`config.mk`:
```
export PLATFORM = sky130hd
export DESIGN_NAME = i2c_byte_framer
export DESIGN_NICKNAME = d
export VERILOG_FILES = /design/src/rtl/i2c_bf_pkg.sv /design/src/rtl/i2c_bf_shifter.sv /design/src/rtl/i2c_bf_addr.sv /design/src/rtl/i2c_bf_seq.sv /design/src/rtl/i2c_byte_framer.sv
export SDC_FILE = /design/constraint.sdc
export NUM_CORES = 1
export LEC_CHECK = 0
export ABC_AREA = 1
export BUFFER_PORTS_ARGS = -buffer_cell sky130_fd_sc_hd__buf_2
export CAP_MARGIN = 15
export CORE_MARGIN = 5
export CORE_UTILIZATION = 49
export CTS_CLUSTER_SIZE = 14
export DETAILED_ROUTE_END_ITERATION = 16
export GPL_TIMING_DRIVEN = 0
export MAX_ROUTING_LAYER = met4
export PLACE_DENSITY = 0.73
export SETUP_SLACK_MARGIN = 0.1
export SLEW_MARGIN = 20
export SYNTH_ARGS = -nofsm -noshare
export SYNTH_HDL_FRONTEND = slang
export SYNTH_SLANG_ARGS = --single-unit
```
`constraint.sdc`:
```
create_clock -name clk -period 1.64 [get_ports clk]
set_input_delay 0.246 -clock clk [delete_from_list [all_inputs] [get_ports clk]]
set_output_delay 0.246 -clock clk [all_outputs]
set_load 0.05 [all_outputs]
```
`src/rtl/i2c_bf_pkg.sv`:
```
package i2c_bf_pkg;
  localparam int BYTE_W = 8;
  localparam int ADDR_W = 7;
  localparam int CNT_W  = $clog2(BYTE_W) + 1;

  typedef enum logic [1:0] {
    PH_IDLE = 2'd0,
    PH_BITS = 2'd1,
    PH_ACK  = 2'd2,
    PH_MUTE = 2'd3
  } phase_t;

  function automatic logic [CNT_W-1:0] width_of(input logic [CNT_W-2:0] code);
    width_of = (code == '0) ? CNT_W'(BYTE_W) : {1'b0, code};
  endfunction
endpackage

```
`src/rtl/i2c_bf_shifter.sv`:
```
module i2c_bf_shifter
  import i2c_bf_pkg::*;
#(
  parameter int W = BYTE_W
) (
  input  logic         clk,
  input  logic         rst_n,
  input  logic         load,
  input  logic         shift_out,
  input  logic         sample,
  input  logic         rx_we,
  input  logic         sda_in,
  input  logic [W-1:0] tx_data,
  output logic         tx_msb,
  output logic [W-1:0] rx_next,
  output logic [W-1:0] rx_byte
);
  logic [W-1:0] tx_q, rx_q;

  assign tx_msb  = tx_q[W-1];
  assign rx_next = {rx_q[W-2:0], sda_in};

  always_ff @(posedge clk or negedge rst_n) begin
    if (!rst_n) begin
      tx_q    <= '0;
      rx_q    <= '0;
      rx_byte <= '0;
    end else begin
      if (rx_we) rx_byte <= rx_next;
      if (load) begin
        tx_q <= tx_data;
        rx_q <= '0;
      end else begin
        if (shift_out) tx_q <= {tx_q[W-2:0], 1'b0};
        if (sample)    rx_q <= rx_next;
      end
    end
  end

  // a fresh unit starts with an empty receive shifter
  a_r1_rx_cleared: assert property (@(posedge clk) disable iff (!rst_n)
    load |=> (rx_q == '0));
endmodule

```
`src/rtl/i2c_bf_addr.sv`:
```
module i2c_bf_addr
  import i2c_bf_pkg::*;
#(
  parameter int W  = BYTE_W,
  parameter int AW = ADDR_W
) (
  input  logic          clk,
  input  logic          rst_n,
  input  logic          start_det,
  input  logic          stop_det,
  input  logic          eval,
  input  logic [W-1:0]  rx_word,
  input  logic [AW-1:0] own_addr,
  output logic          hit,
  output logic          gc,
  output logic          addr_match,
  output logic          gc_flag
);
  assign hit = (rx_word[W-1:W-AW] == own_addr);
  assign gc  = (rx_word == '0);

  always_ff @(posedge clk or negedge rst_n) begin
    if (!rst_n) begin
      addr_match <= 1'b0;
      gc_flag    <= 1'b0;
    end else begin
      if (start_det)  addr_match <= 1'b0;
      else if (eval)  addr_match <= hit;
      if (stop_det)   gc_flag <= 1'b0;
      else if (eval && gc) gc_flag <= 1'b1;
    end
  end

  // general-call flag is raised only by an address evaluation
  a_r9_gc_from_eval: assert property (@(posedge clk) disable iff (!rst_n)
    $rose(gc_flag) |-> $past(eval));
  // a stop always clears the general-call flag
  a_r9_gc_stop_clear: assert property (@(posedge clk) disable iff (!rst_n)
    stop_det |=> !gc_flag);
endmodule

```
`src/rtl/i2c_bf_seq.sv`:
```
module i2c_bf_seq
  import i2c_bf_pkg::*;
#(
  parameter int CW = CNT_W
) (
  input  logic          clk,
  input  logic          rst_n,
  input  logic          scl_rise,
  input  logic          scl_fall,
  input  logic          start_det,
  input  logic          stop_det,
  input  logic          sda_in,
  input  logic [CW-2:0] bit_cnt_cfg,
  input  logic          ack_en,
  input  logic          free_data,
  input  logic          is_master,
  input  logic          dir_tx,
  input  logic          gc_ack,
  input  logic          tx_msb,
  input  logic          addr_hit,
  input  logic          addr_gc,
  output logic          load,
  output logic          shift_out,
  output logic          sample,
  output logic          rx_we,
  output logic          eval,
  output logic          sda_pull,
  output logic          byte_done,
  output logic          rx_ack
);
  phase_t        phase;
  logic          first_q, ack_drive_q, mute_q, gc_pend_q;
  logic [CW-1:0] width_q, cnt_q;

  logic quiet, xmit, addr_slave, last, ack_clk, end_bits, ack_rise, finish, ack_want;

  assign quiet      = !start_det && !stop_det;
  assign xmit       = first_q ? is_master : dir_tx;
  assign addr_slave = first_q && !is_master && !free_data;
  assign last       = (cnt_q + 1'b1) == width_q;
  assign ack_clk    = is_master ? ack_en : 1'b1;
  assign sample     = quiet && (phase == PH_BITS) && scl_rise;
  assign shift_out  = quiet && (phase == PH_BITS) && scl_fall;
  assign end_bits   = sample && last;
  assign ack_rise   = quiet && (phase == PH_ACK) && scl_rise;
  assign finish     = ack_rise || (end_bits && !ack_clk);
  assign load       = start_det || finish;
  assign rx_we      = end_bits;
  assign eval       = end_bits && addr_slave;

  always_comb begin
    if (xmit)            ack_want = 1'b0;
    else if (addr_slave) ack_want = (addr_hit || addr_gc) && ack_en;
    else if (gc_pend_q)  ack_want = gc_ack;
    else                 ack_want = ack_en;
  end

  always_ff @(posedge clk or negedge rst_n) begin
    if (!rst_n) begin
      phase       <= PH_IDLE;
      first_q     <= 1'b0;
      ack_drive_q <= 1'b0;
      mute_q      <= 1'b0;
      gc_pend_q   <= 1'b0;
      width_q     <= CW'(BYTE_W);
      cnt_q       <= '0;
      sda_pull    <= 1'b0;
      byte_done   <= 1'b0;
      rx_ack      <= 1'b0;
    end else begin
      byte_done <= finish;
      if (start_det) begin
        phase     <= PH_BITS;
        first_q   <= 1'b1;
        width_q   <= CW'(BYTE_W);
        cnt_q     <= '0;
        sda_pull  <= 1'b0;
        mute_q    <= 1'b0;
        gc_pend_q <= 1'b0;
      end else if (stop_det) begin
        phase    <= PH_IDLE;
        first_q  <= 1'b0;
        sda_pull <= 1'b0;
      end else begin
        case (phase)
          PH_BITS: begin
            if (scl_fall) sda_pull <= xmit && !tx_msb;
            if (sample)   cnt_q <= cnt_q + 1'b1;
            if (end_bits) begin
              ack_drive_q <= ack_want;
              mute_q      <= addr_slave && !(addr_hit || addr_gc);
              gc_pend_q   <= addr_slave && addr_gc;
              if (ack_clk) phase <= PH_ACK;
            end
          end
          PH_ACK: begin
            if (scl_fall) sda_pull <= ack_drive_q;
            if (scl_rise) begin
              rx_ack <= !sda_in;
              phase  <= mute_q ? PH_MUTE : PH_BITS;
            end
          end
          PH_MUTE: if (scl_fall) sda_pull <= 1'b0;
          default: ;
        endcase
        if (finish) begin
          first_q <= 1'b0;
          cnt_q   <= '0;
          width_q <= width_of(bit_cnt_cfg);
        end
      end
    end
  end

  // nothing is driven while no transfer is open
  a_r12_idle_quiet: assert property (@(posedge clk) disable iff (!rst_n)
    (phase == PH_IDLE) |-> !sda_pull);
  // an unaddressed slave keeps the line released
  a_r8_mute_quiet: assert property (@(posedge clk) disable iff (!rst_n)
    (phase == PH_MUTE) |-> !sda_pull);
  // a start opens an 8-bit unit from bit zero
  a_r2_start_width: assert property (@(posedge clk) disable iff (!rst_n)
    start_det |=> (width_q == CW'(BYTE_W)) && (cnt_q == '0) && (phase == PH_BITS));
  // the line drive only moves on a falling strobe or a start/stop
  a_r3_drive_on_fall: assert property (@(posedge clk) disable iff (!rst_n)
    !scl_fall && !start_det && !stop_det |=> $stable(sda_pull));
endmodule

```
`src/rtl/i2c_byte_framer.sv`:
```
module i2c_byte_framer
  import i2c_bf_pkg::*;
(
  input  logic                 clk,
  input  logic                 rst_n,
  input  logic                 scl_rise,
  input  logic                 scl_fall,
  input  logic                 start_det,
  input  logic                 stop_det,
  input  logic                 sda_in,
  input  logic [CNT_W-2:0]     bit_cnt_cfg,
  input  logic                 ack_en,
  input  logic                 free_data,
  input  logic [ADDR_W-1:0]    own_addr,
  input  logic                 is_master,
  input  logic                 dir_tx,
  input  logic                 gc_ack,
  input  logic [BYTE_W-1:0]    tx_data,
  output logic                 tx_take,
  output logic                 sda_pull,
  output logic [BYTE_W-1:0]    rx_byte,
  output logic                 byte_done,
  output logic                 rx_ack,
  output logic                 addr_match,
  output logic                 gc_flag
);
  logic load, shift_out, sample, rx_we, eval, tx_msb, hit, gc;
  logic [BYTE_W-1:0] rx_next;

  assign tx_take = load;

  i2c_bf_seq #(.CW(CNT_W)) u_seq (
    .clk(clk), .rst_n(rst_n), .scl_rise(scl_rise), .scl_fall(scl_fall),
    .start_det(start_det), .stop_det(stop_det), .sda_in(sda_in),
    .bit_cnt_cfg(bit_cnt_cfg), .ack_en(ack_en), .free_data(free_data),
    .is_master(is_master), .dir_tx(dir_tx), .gc_ack(gc_ack),
    .tx_msb(tx_msb), .addr_hit(hit), .addr_gc(gc),
    .load(load), .shift_out(shift_out), .sample(sample), .rx_we(rx_we),
    .eval(eval), .sda_pull(sda_pull), .byte_done(byte_done), .rx_ack(rx_ack)
  );

  i2c_bf_shifter #(.W(BYTE_W)) u_shift (
    .clk(clk), .rst_n(rst_n), .load(load), .shift_out(shift_out),
    .sample(sample), .rx_we(rx_we), .sda_in(sda_in), .tx_data(tx_data),
    .tx_msb(tx_msb), .rx_next(rx_next), .rx_byte(rx_byte)
  );

  i2c_bf_addr #(.W(BYTE_W), .AW(ADDR_W)) u_addr (
    .clk(clk), .rst_n(rst_n), .start_det(start_det), .stop_det(stop_det),
    .eval(eval), .rx_word(rx_next), .own_addr(own_addr),
    .hit(hit), .gc(gc), .addr_match(addr_match), .gc_flag(gc_flag)
  );
endmodule

```
Yosys cells after proc, flatten, opt, wreduce, memory -nomap -nowiden:

Cells that the tools add are included.

* reductions and logical operators: 48
* mux-type cells: 46
* bitwise gates (word level): 2
* add/subtract/negate cells: 1
* equal/unequal tests: 12

Operators by type and width (count)
* $mux W4: 9
* $mux W1: 25
* $logic_and A1 B1 Y1: 16
* $mux W8: 2
* $ne A4 B4 Y1 const B: 4
* $reduce_and A4 Y1: 4
* $mux W7: 2
* $reduce_bool A2 Y1: 7
* $mux W2: 6
* $reduce_bool A3 Y1: 3
* $logic_not A1 Y1: 8
* $logic_not A8 Y1: 1
* $ne A4 B3 Y1 const B: 2
* $eq A7 B7 Y1: 1
* $reduce_and A3 Y1: 2
* $reduce_bool A5 Y1: 1
* $add A4 B1 Y4 const B: 1
* $eq A2 B2 Y1 const B: 2
* $eq A4 B4 Y1: 1
* $pmux W2 S2: 1
* $reduce_bool A4 Y1: 1
* $logic_not A3 Y1: 1
* $logic_or A1 B1 Y1: 3
* $pmux W1 S3: 1
* 4 further kinds: 5

* logic and storage cells: 124
* output and inout port bits: 14
* register bits: 42
* input bits: 30

Longest topological paths before layout:

Gate-level depths: netlist of the first run.

* depth in word-level cells: 10
* gate-level depth with buffers: 14

Cells and area by module:

From an unflattened synthesis of the first run, not the netlist that was laid out.

* cell total of the unflattened synthesis: 296
* area total of the unflattened synthesis: 2363.5 sq um

Modules (own cells, without submodules)
* i2c_bf_seq: area each 1149.9 sq um, cells each 142, instances 1
* i2c_bf_shifter: area each 968.4 sq um, cells each 105, instances 1
* i2c_bf_addr: area each 245.2 sq um, cells each 49, instances 1

Worst setup path after synthesis of the first run:

No wires, ideal clock.

* path kind: reg-to-output
* start point: reg u_seq.cnt_q[0]
* end point: out tx_take
* setup slack: -0.267 ns
* arrival: 1.661 ns
* data required time: 1.394 ns
* buffers on the path: 1
* cell stages (with the launch flop): 11
* cell sequence: dfrtp_1 > ha_1 > inv_1 > nand2_1 > nand2_1 > nor2_1 > nand2_2 > nor2_4 > nand3_4 > nand3_4 > buf_2

* cells in the longest elaborated chain, start to end: 6

Ends and longest elaborated chain
* start, declared: RTL line i2c_bf_seq.sv:33 `logic [CW-1:0] width_q, cnt_q;`
* start signal, assigned: RTL line i2c_bf_seq.sv:88 `if (sample) cnt_q <= cnt_q + 1'b1;`
* $add A4 B1 Y4: RTL line i2c_bf_seq.sv:40 `assign last = (cnt_q + 1'b1) == width_q;`
* $eq A4 B4 Y1: RTL line i2c_bf_seq.sv:40
* $logic_and A1 B1 Y1: RTL line i2c_bf_seq.sv:44 `assign end_bits = sample && last;`
* $logic_and A1 B1 Y1: RTL line i2c_bf_seq.sv:46 `assign finish = ack_rise || (end_bits && !ack_clk);`
* $logic_or A1 B1 Y1: RTL line i2c_bf_seq.sv:46
* $logic_or A1 B1 Y1: RTL line i2c_bf_seq.sv:47 `assign load = start_det || finish;`
* end, declared: RTL line i2c_byte_framer.sv:19 `output logic tx_take,`

Every way passes these cells.

Worst setup path in the final report of the first run:

* start point: reg u_seq.cnt_q[1]
* end point: out tx_take

Same word-level chain as after synthesis.

==> impl_metrics.json, run 1 <==
{
  "power.internal_mw": 1.67,
  "dpl_cell_area_um2": 2560,
  "clockPowerShare": 0.297,
  "dp_cells": 390,
  "max_stage_delay_ns": 0.42,
  "multi_input_area_um2": 1080,
  "setup_slack_ns": -0.466,
  "clock_skew_ns": 0.00994,
  "synth_mux_area_frac": 0,
  "drive_gt1_frac": 0.309,
  "drt_iter0_drc": 95,
  "status": "finished with violations",
  "synth_seq_cells": 42,
  "crit_family": "simple AND/OR/NAND/NOR gates",
  "cts_inserted_buffers": 5,
  "grt_remaining_overflow": 0,
  "power_mw": 2.43,
  "io_pins": 44,
  "yosys.area_share.simple": 0.296,
  "endpoint_kind": "primary output",
  "vias": 2126,
  "final-seq-area_um2": 1050,
  "clk_transition_reported_paths_ns": 0.08,
  "cp.arrival_ns": 1.86,
  "critical_path.cell_chain": "ha_4 > inv_2 > nand2_1 > nand2_1 > nor2_2 > nand2_2 > nor2_4 > nand3_4 > nand3_4 > buf_12 > buf_12",
  "syn_to_final_growth_pct": 34.6,
  "dr.pass1.iters": 7,
  "start_util": 0.511,
  "setup_violations": 41,
  "root_buffer": "clkbuf_8",
  "p_sw_mw": 0.761,
  "cp_data_required_time_ns": 1.39,
  "hp-class": "primary input to asynchronous set/reset pin",
  "min_period_over_period": 1.28,
  "grt_max_degree": 43,
  "layout_commonest_cell": "nand2_1",
  "syn-num-nets": 329,
  "n_fill_cell": 340,
  "p_leak_nw": 1.55,
  "die_w_um": 77.6,
  "setup.worst_path.start_class": "register",
  "clock.fmax_mhz": 475,
  "drt_wl_total_mm": 5.77,
  "synth_compound_area_frac": 0.0850,
  "antenna_cells": 0,
  "power_frac_seq": 0.472,
  "num-nets-final": 402,
  "netlist_instances": 295,
  "worst_pin_slew_ns": 0.940,
  "avgSynthCellArea_um2": 7.59,
  "violations": "negative setup slack",
  "grt_use_total": 0.191,
  "wl_per_cell_um": 13.7,
  "ir_drop_mv": 0.499,
  "synth_xor_area_frac": 0.0313,
  "synthAdderAreaFrac": 0.0224,
  "netlist_area_um2": 2240,
  "path_buf_inv": 3,
  "maxSlewViolCount": 0,
  "finalHoldViolCount": 0,
  "powerDensity_nw_per_um2": 807,
  "post-place-ws_ns": -0.479,
  "ant_nets": 0,
  "antenna_found_initial": 0,
  "rsz0062_at_grt": "yes",
  "ys_warn_count": 0,
  "final_cells": 421,
  "core-area_um2": 4380,
  "cp_slowest_cell": "dfrtp_1",
  "port-buffer-count": 43,
  "fin_area_um2": 3010,
  "yosysUniqueCellTypes": 23,
  "clockBufferDepth": 2,
  "ys_seq_area_frac": 0.470,
  "worstSkewPairLatency_ns": 0.30,
  "switching_share": 0.313,
  "die_h_um": 77.6,
  "path_class": "register to primary output",
  "routed_via_density": 5.05,
  "grt_pass1_wl_mm": 8.91,
  "path_max_fanout": 2,
  "fp.dieArea_um2": 6020,
  "drc": 0,
  "dp_hpwl_mm": 3.65,
  "synth_top_family_by_area": "simple AND/OR/NAND/NOR gates",
  "num_rows": 24,
  "cts_htree_levels": 2,
  "cts_sinks": 42,
  "final_cell_mix": "86 x nand2_1, 44 x inv_1, 43 x buf_2, 41 x dfrtp_1, 24 x nor2_1",
  "cts_tree": "built",
  "max_cap_violations": 0,
  "relSlewSlack": 0.373,
  "post-route-min-period_ns": 2.11,
  "power_frac_comb": 0.231,
  "grt_pass1_vias": 1955,
  "place_congestion": 0.808
}
## timing repair
item	in CTS	in global routing
pin swaps	2	3
endpoints found under the setup margin	41	42
buffers inserted	7	13
gates cloned	1	2
gates resized for setup	13	40
hold buffers	0	0
## cell type report
type,count,share of cell area
tap,52,0.0216
multi-input combinational,199,0.359
buffer,7,0.0249
timing repair buffer,66,0.155
clock buffer,6,0.0274
clock inverter,2,0.00415
inverter,47,0.0586
sequential,42,0.349
## through the flow
stage | utilization | setup TNS, ns | hold slack, ns
after floorplan | - | -0.883 | -0.0496
after global placement | 0.583 | -7.17 | 0.439
after detailed placement | 0.583 | -8.27 | 0.448
after CTS | 0.634 | -6.60 | 0.111
after global routing | 0.687 | -11.86 | 0.161
final | 0.687 | -8.00 | 0.0801
## routing by layer
metal  vias to the layer above  share of wire  global-route usage
met5                         -              0                   -
met3                        17          0.050              0.0451
met4                         0          0.032              0.0928
met2                        60           0.49               0.295
li1                       1078              -                   -
met1                       971           0.43               0.235
## registers in the layout, indices dropped and copies added (netlist names), 2 cells and up
name and cells:
u_seq.cnt_q 4, u_seq.phase 2, u_seq.width_q 4, u_shift.rx_byte 8
u_shift.rx_q 7, u_shift.tx_q 8
## final timing paths
| check | startpoint | endpoint | slack [ns] | cells past startpoint |
|---|---|---|---|---|
| max | u_seq.cnt_q[1] | tx_take | -0.47 | 11 |
| min | rst_n | u_seq.cnt_q[2] | 0.08 | 1 |
| max reg2reg | u_seq.cnt_q[1] | u_shift.tx_q[7] | -0.33 | 16 |
| min reg2reg | u_shift.tx_q[0] | u_shift.tx_q[0] | 0.47 | 2 |
| max in group asynchronous | rst_n | u_shift.tx_q[7] | 0.97 | 1 |
| min in group clk | tx_data[0] | u_shift.tx_q[0] | 0.15 | 3 |
## logic make-up (layout without fill, tap and decap cells)
| kind of cell | after synthesis | after routing |
|---|---|---|
| AO/OA/AOI/OAI | 37 | 37 |
| XOR/XNOR | 8 | 8 |
| adder cells (fa/ha/maj) | 4 | 4 |
| buffers and inverters | 54 | 128 |
| flip-flops | 42 | 42 |
| AND/OR/NAND/NOR | 150 | 150 |
## power groups by stage
| stage | logic, mW | clock network [mW] | registers [mW] |
|---|---|---|---|
| floorplan | 0.244 | 0 | 1.22 |
| CTS | 0.480 | 0.735 | 1.15 |
| detailed placement | 0.433 | 0 | 1.17 |
| global placement | 0.426 | 0 | 1.17 |
| global route | 0.624 | 0.787 | 1.16 |
| finish | 0.562 | 0.721 | 1.15 |
## cell usage after synthesis
master / n / share of area
a21oi_1: 10 / 0.022
a32oi_1: 1 / 0.0039
buf_2: 2 / 0.0045
buf_6: 1 / 0.0050
clkbuf_1: 4 / 0.0067
clkinv_1: 1 / 0.0017
dfrtp_1: 41 / 0.46
dfstp_2: 1 / 0.012
ha_1: 4 / 0.022
inv_1: 46 / 0.077
nand2_1: 90 / 0.15
nand2_2: 2 / 0.0056
nand3_1: 10 / 0.022
nand3_4: 2 / 0.016
nand4_1: 11 / 0.031
nor2_1: 29 / 0.049
nor2_4: 3 / 0.015
nor3_1: 2 / 0.0045
nor4_1: 1 / 0.0028
o21ai_0: 25 / 0.056
o22ai_1: 1 / 0.0028
xnor2_1: 7 / 0.027
xor2_1: 1 / 0.0039
Power figures use the tool's default switching activity.
==> run 2: changes to the inputs <==
--- a/config.mk
+++ b/config.mk
@@ -9,14 +9,15 @@
 export BUFFER_PORTS_ARGS = -buffer_cell sky130_fd_sc_hd__buf_2
 export CAP_MARGIN = 15
 export CORE_MARGIN = 5
-export CORE_UTILIZATION = 49
+export CORE_UTILIZATION = 50
 export CTS_CLUSTER_SIZE = 14
 export DETAILED_ROUTE_END_ITERATION = 16
 export GPL_TIMING_DRIVEN = 0
 export MAX_ROUTING_LAYER = met4
-export PLACE_DENSITY = 0.73
+export PLACE_DENSITY = 0.74
 export SETUP_SLACK_MARGIN = 0.1
 export SLEW_MARGIN = 20
 export SYNTH_ARGS = -nofsm -noshare
 export SYNTH_HDL_FRONTEND = slang
+export SYNTH_HIERARCHICAL = 1
 export SYNTH_SLANG_ARGS = --single-unit
==> run 2 against run 1 <==
Effect of this change: the flow still finishes with violations (negative setup slack); design area increased by 3.9%; clock skew increased by 0.0017 ns; area after synthesis increased by 5.6%; global-route usage increased by 0.94 points; die area increased by 3.0%; critical path depth increased by 4; via count decreased by 0.14%; non-clock buffer count decreased by 6; cell count decreased by 0.48%; sequential cell count unchanged; maximum frequency increased by 4.7%; highest routed layer unchanged.
==> impl_metrics.json, run 2 <==
{
  "layout_commonest_cell": "nand2_1",
  "holdWs_ns": 0.0803,
  "finalHoldViolCount": 0,
  "status": "finished with violations",
  "grt_remaining_overflow": 0,
  "critPathMostFrequentCell": "nand2_1",
  "drc": 0,
  "timing.rr.start": "u_seq/cnt_q[0]",
  "setup.worst_path.start_class": "register",
  "critical_path.cell_chain": "buf_4 > inv_1 > nand2_1 > nand2_1 > nor2_8 > nand2_4 > nor2_8 > nand3_4 > nand3_4 > buf_6 > buf_8 > buf_12 > nor2_4 > nand2_1 > o21ai_1",
  "drt_iter0_drc": 94,
  "yosysUniqueCellTypes": 34,
  "synth.most_common_cell": "nand2_1",
  "cp_data_required_time_ns": 1.87,
  "min_period_over_period": 1.23,
  "path_buf_inv": 5,
  "worstSkewPairLatency_ns": 0.30,
  "core-area_um2": 4660,
  "rsz0062_at_grt": "yes",
  "antenna_cells": 0,
  "endpoint_kind": "register",
  "io_pins": 44,
  "relSlewSlack": 0.362,
  "crit_family": "simple AND/OR/NAND/NOR gates",
  "routed-wl-met2_mm": 2.85,
  "dp_hpwl_mm": 3.72,
  "top_layer_used": "met4",
  "maxSlewViolCount": 0,
  "clk_transition_reported_paths_ns": 0.09,
  "path_class": "register to register",
  "setup_violations": 40,
  "die_h_um": 78.8,
  "ys_async_sr_fraction": 1.00,
  "finalCoreUtilization": 0.671,
  "ys_top_cells_by_count": "87 x nand2_1, 45 x inv_1, 41 x dfrtp_1",
  "netlist_area_um2": 2360,
  "ys_warn_count": 6,
  "grt_pass1_vias": 2060,
  "synth_edf_count": 0,
  "root_buffer": "clkbuf_8",
  "clockBufferDepth": 2,
  "p_leak_nw": 1.63,
  "place_congestion": 0.827,
  "drive_gt1_frac": 0.362,
  "drt_wl_total_mm": 5.70,
  "cp_slowest_cell": "dfrtp_2",
  "fp.dieArea_um2": 6200,
  "powerDensity_nw_per_um2": 936,
  "max_stage_delay_ns": 0.43,
  "cts_inserted_buffers": 5,
  "max_cap_violations": 0,
  "synth_seq_cells": 42,
  "grt_max_degree": 43,
  "netlist_top_cells_area": "dfrtp_1 43%, nand2_1 14%, inv_1 7.1%, nand3_1 6.1%, nor2_8 3.4%",
  "clock.fmax_mhz": 497,
  "wl_met1_mm": 2.54,
  "cts_tree": "built",
  "ys_seq_area_frac": 0.445,
  "cp.arrival_ns": 2.24,
  "setup_slack_ns": -0.372,
  "r2r_setup_slack_ns": -0.37,
  "grt_pass1_wl_mm": 9.42,
  "start_util": 0.507,
  "syn_to_final_growth_pct": 32.4,
  "path_max_fanout": 7,
  "cts_htree_levels": 2,
  "rr_worst_depth": 15,
  "yosysTopAreaCellShare": 0.434,
  "clock_skew_ns": 0.0117,
  "port-buffer-count": 43,
  "final_cell_mix": "72 x nand2_1, 44 x buf_2, 42 x inv_1, 40 x dfrtp_1, 21 x nand3_1",
  "r2r-end": "u_shift/rx_q[1]",
  "vias": 2123,
  "avgSynthCellArea_um2": 7.98,
  "die_w_um": 78.8,
  "dr.pass1.iters": 4,
  "hp-class": "primary input to asynchronous set/reset pin",
  "ir_drop_mv": 0.680,
  "post-route-min-period_ns": 2.01,
  "wl_per_cell_um": 13.6,
  "worst_pin_slew_ns": 0.957,
  "netlist_instances": 296,
  "num-nets-final": 398,
  "grt_use_total": 0.201,
  "antenna_found_initial": 0,
  "ant_nets": 0,
  "routed_via_density": 5.07,
  "yosys.area.top_type": "dfrtp_1",
  "violations": "negative setup slack",
  "syn-num-nets": 330,
  "largestRegisters": "u_shift/rx_byte (8), u_shift/tx_q (8), u_shift/rx_q (7)",
  "num_rows": 25,
  "routed-wl-met3_um": 188,
  "synth_ff_type": "dfrtp_1",
  "cts_sinks": 42
}
-- run 2: cell count changes in the layout (fill, tap and decap cells not counted), sizes merged, moves of 2 or more --
cell,delta
nand3,+21
nand4,-10
o21ai,-6
xnor2,-6
a21oi,-4
o2111ai,+4
clkbuf,-3
buf,-2
o31ai,+2
-- run 2: worst max path at each step --
stage	start	endpoint	slack, ns	cells past startpoint
2_1_floorplan	u_seq/cnt_q[0]	u_shift/rx_q[0]	-0.28	13
3_3_place_gp	u_seq/cnt_q[0]	tx_take	-0.37	10
3_5_place_dp	u_seq/cnt_q[0]	tx_take	-0.38	10
4_1_cts	u_seq/cnt_q[0]	tx_take	-0.36	10
5_1_grt	u_seq/cnt_q[1]	u_shift/rx_q[1]	-0.46	14
6_report	u_seq/cnt_q[0]	u_shift/rx_q[1]	-0.37	15
-- run 2: worst register-to-register path: cells and delay by family (launching register included) --
kind            cells  cell delay [ns]
buf+inv             5             0.64
compound gates      1             0.08
flops               1             0.43
simple gates        9             0.80
-- run 2: through the flow --
| step | setup TNS (ns) | instance area, µm² | std cells | power, mW | setup WS [ns] |
|---|---|---|---|---|---|
| floorplan | -4.25 | 2400 | 296 | 1.82 | -0.282 |
| global placement | -6.39 | 2690 | 393 | 2.01 | -0.368 |
| detailed placement | -6.98 | 2690 | 393 | 2.02 | -0.380 |
| CTS | -8.85 | 3030 | 416 | 2.92 | -0.355 |
| global route | -14.69 | 3130 | 419 | 3.09 | -0.463 |
| finish | -10.74 | 3130 | 419 | 2.93 | -0.372 |
-- run 2: routing by layer --
metal  vias to the layer above  GRT usage
met5                         -          -
met4                         0     0.0734
met3                        10     0.0363
met2                        52      0.333
met1                       989      0.246
li1                       1072          -
-- run 2: cell families (layout without fill, tap and decap cells) --
logic type,Yosys count,count (layout),synth area share
fa+ha+maj,4,4,0.0212
buf+inv,53,122,0.0932
compound gates,36,36,0.0958
xor+xnor,1,1,0.00371
flops,42,42,0.445
simple gates,160,160,0.341
-- run 2: power breakdown --
group          leakage [nW]  internal [mW]  switching (mW)
logic                  1.05          0.291           0.591
registers             0.531           1.15          0.0750
clock network        0.0514          0.454           0.364
total                  1.63           1.90            1.03
-- run 2: cell type report --
type                            count  area, µm²
Buffer                              6       60.1
Clock buffer                        6       72.6
Clock inverter                      2       37.5
Fill cell                         375       1530
Inverter                           47        181
Multi-Input combinational cell    201       1220
Sequential cell                    42       1050
Tap cell                           54       67.6
Timing Repair Buffer               61        432
-- run 2: repair_timing --
action | CTS | global route
setup buffers | 13 | 4
hold buffers | 0 | 0
pin swaps | 5 | 13
endpoints found under the setup margin | 41 | 42
gates resized for setup | 23 | 21
cloned | 2 | 0
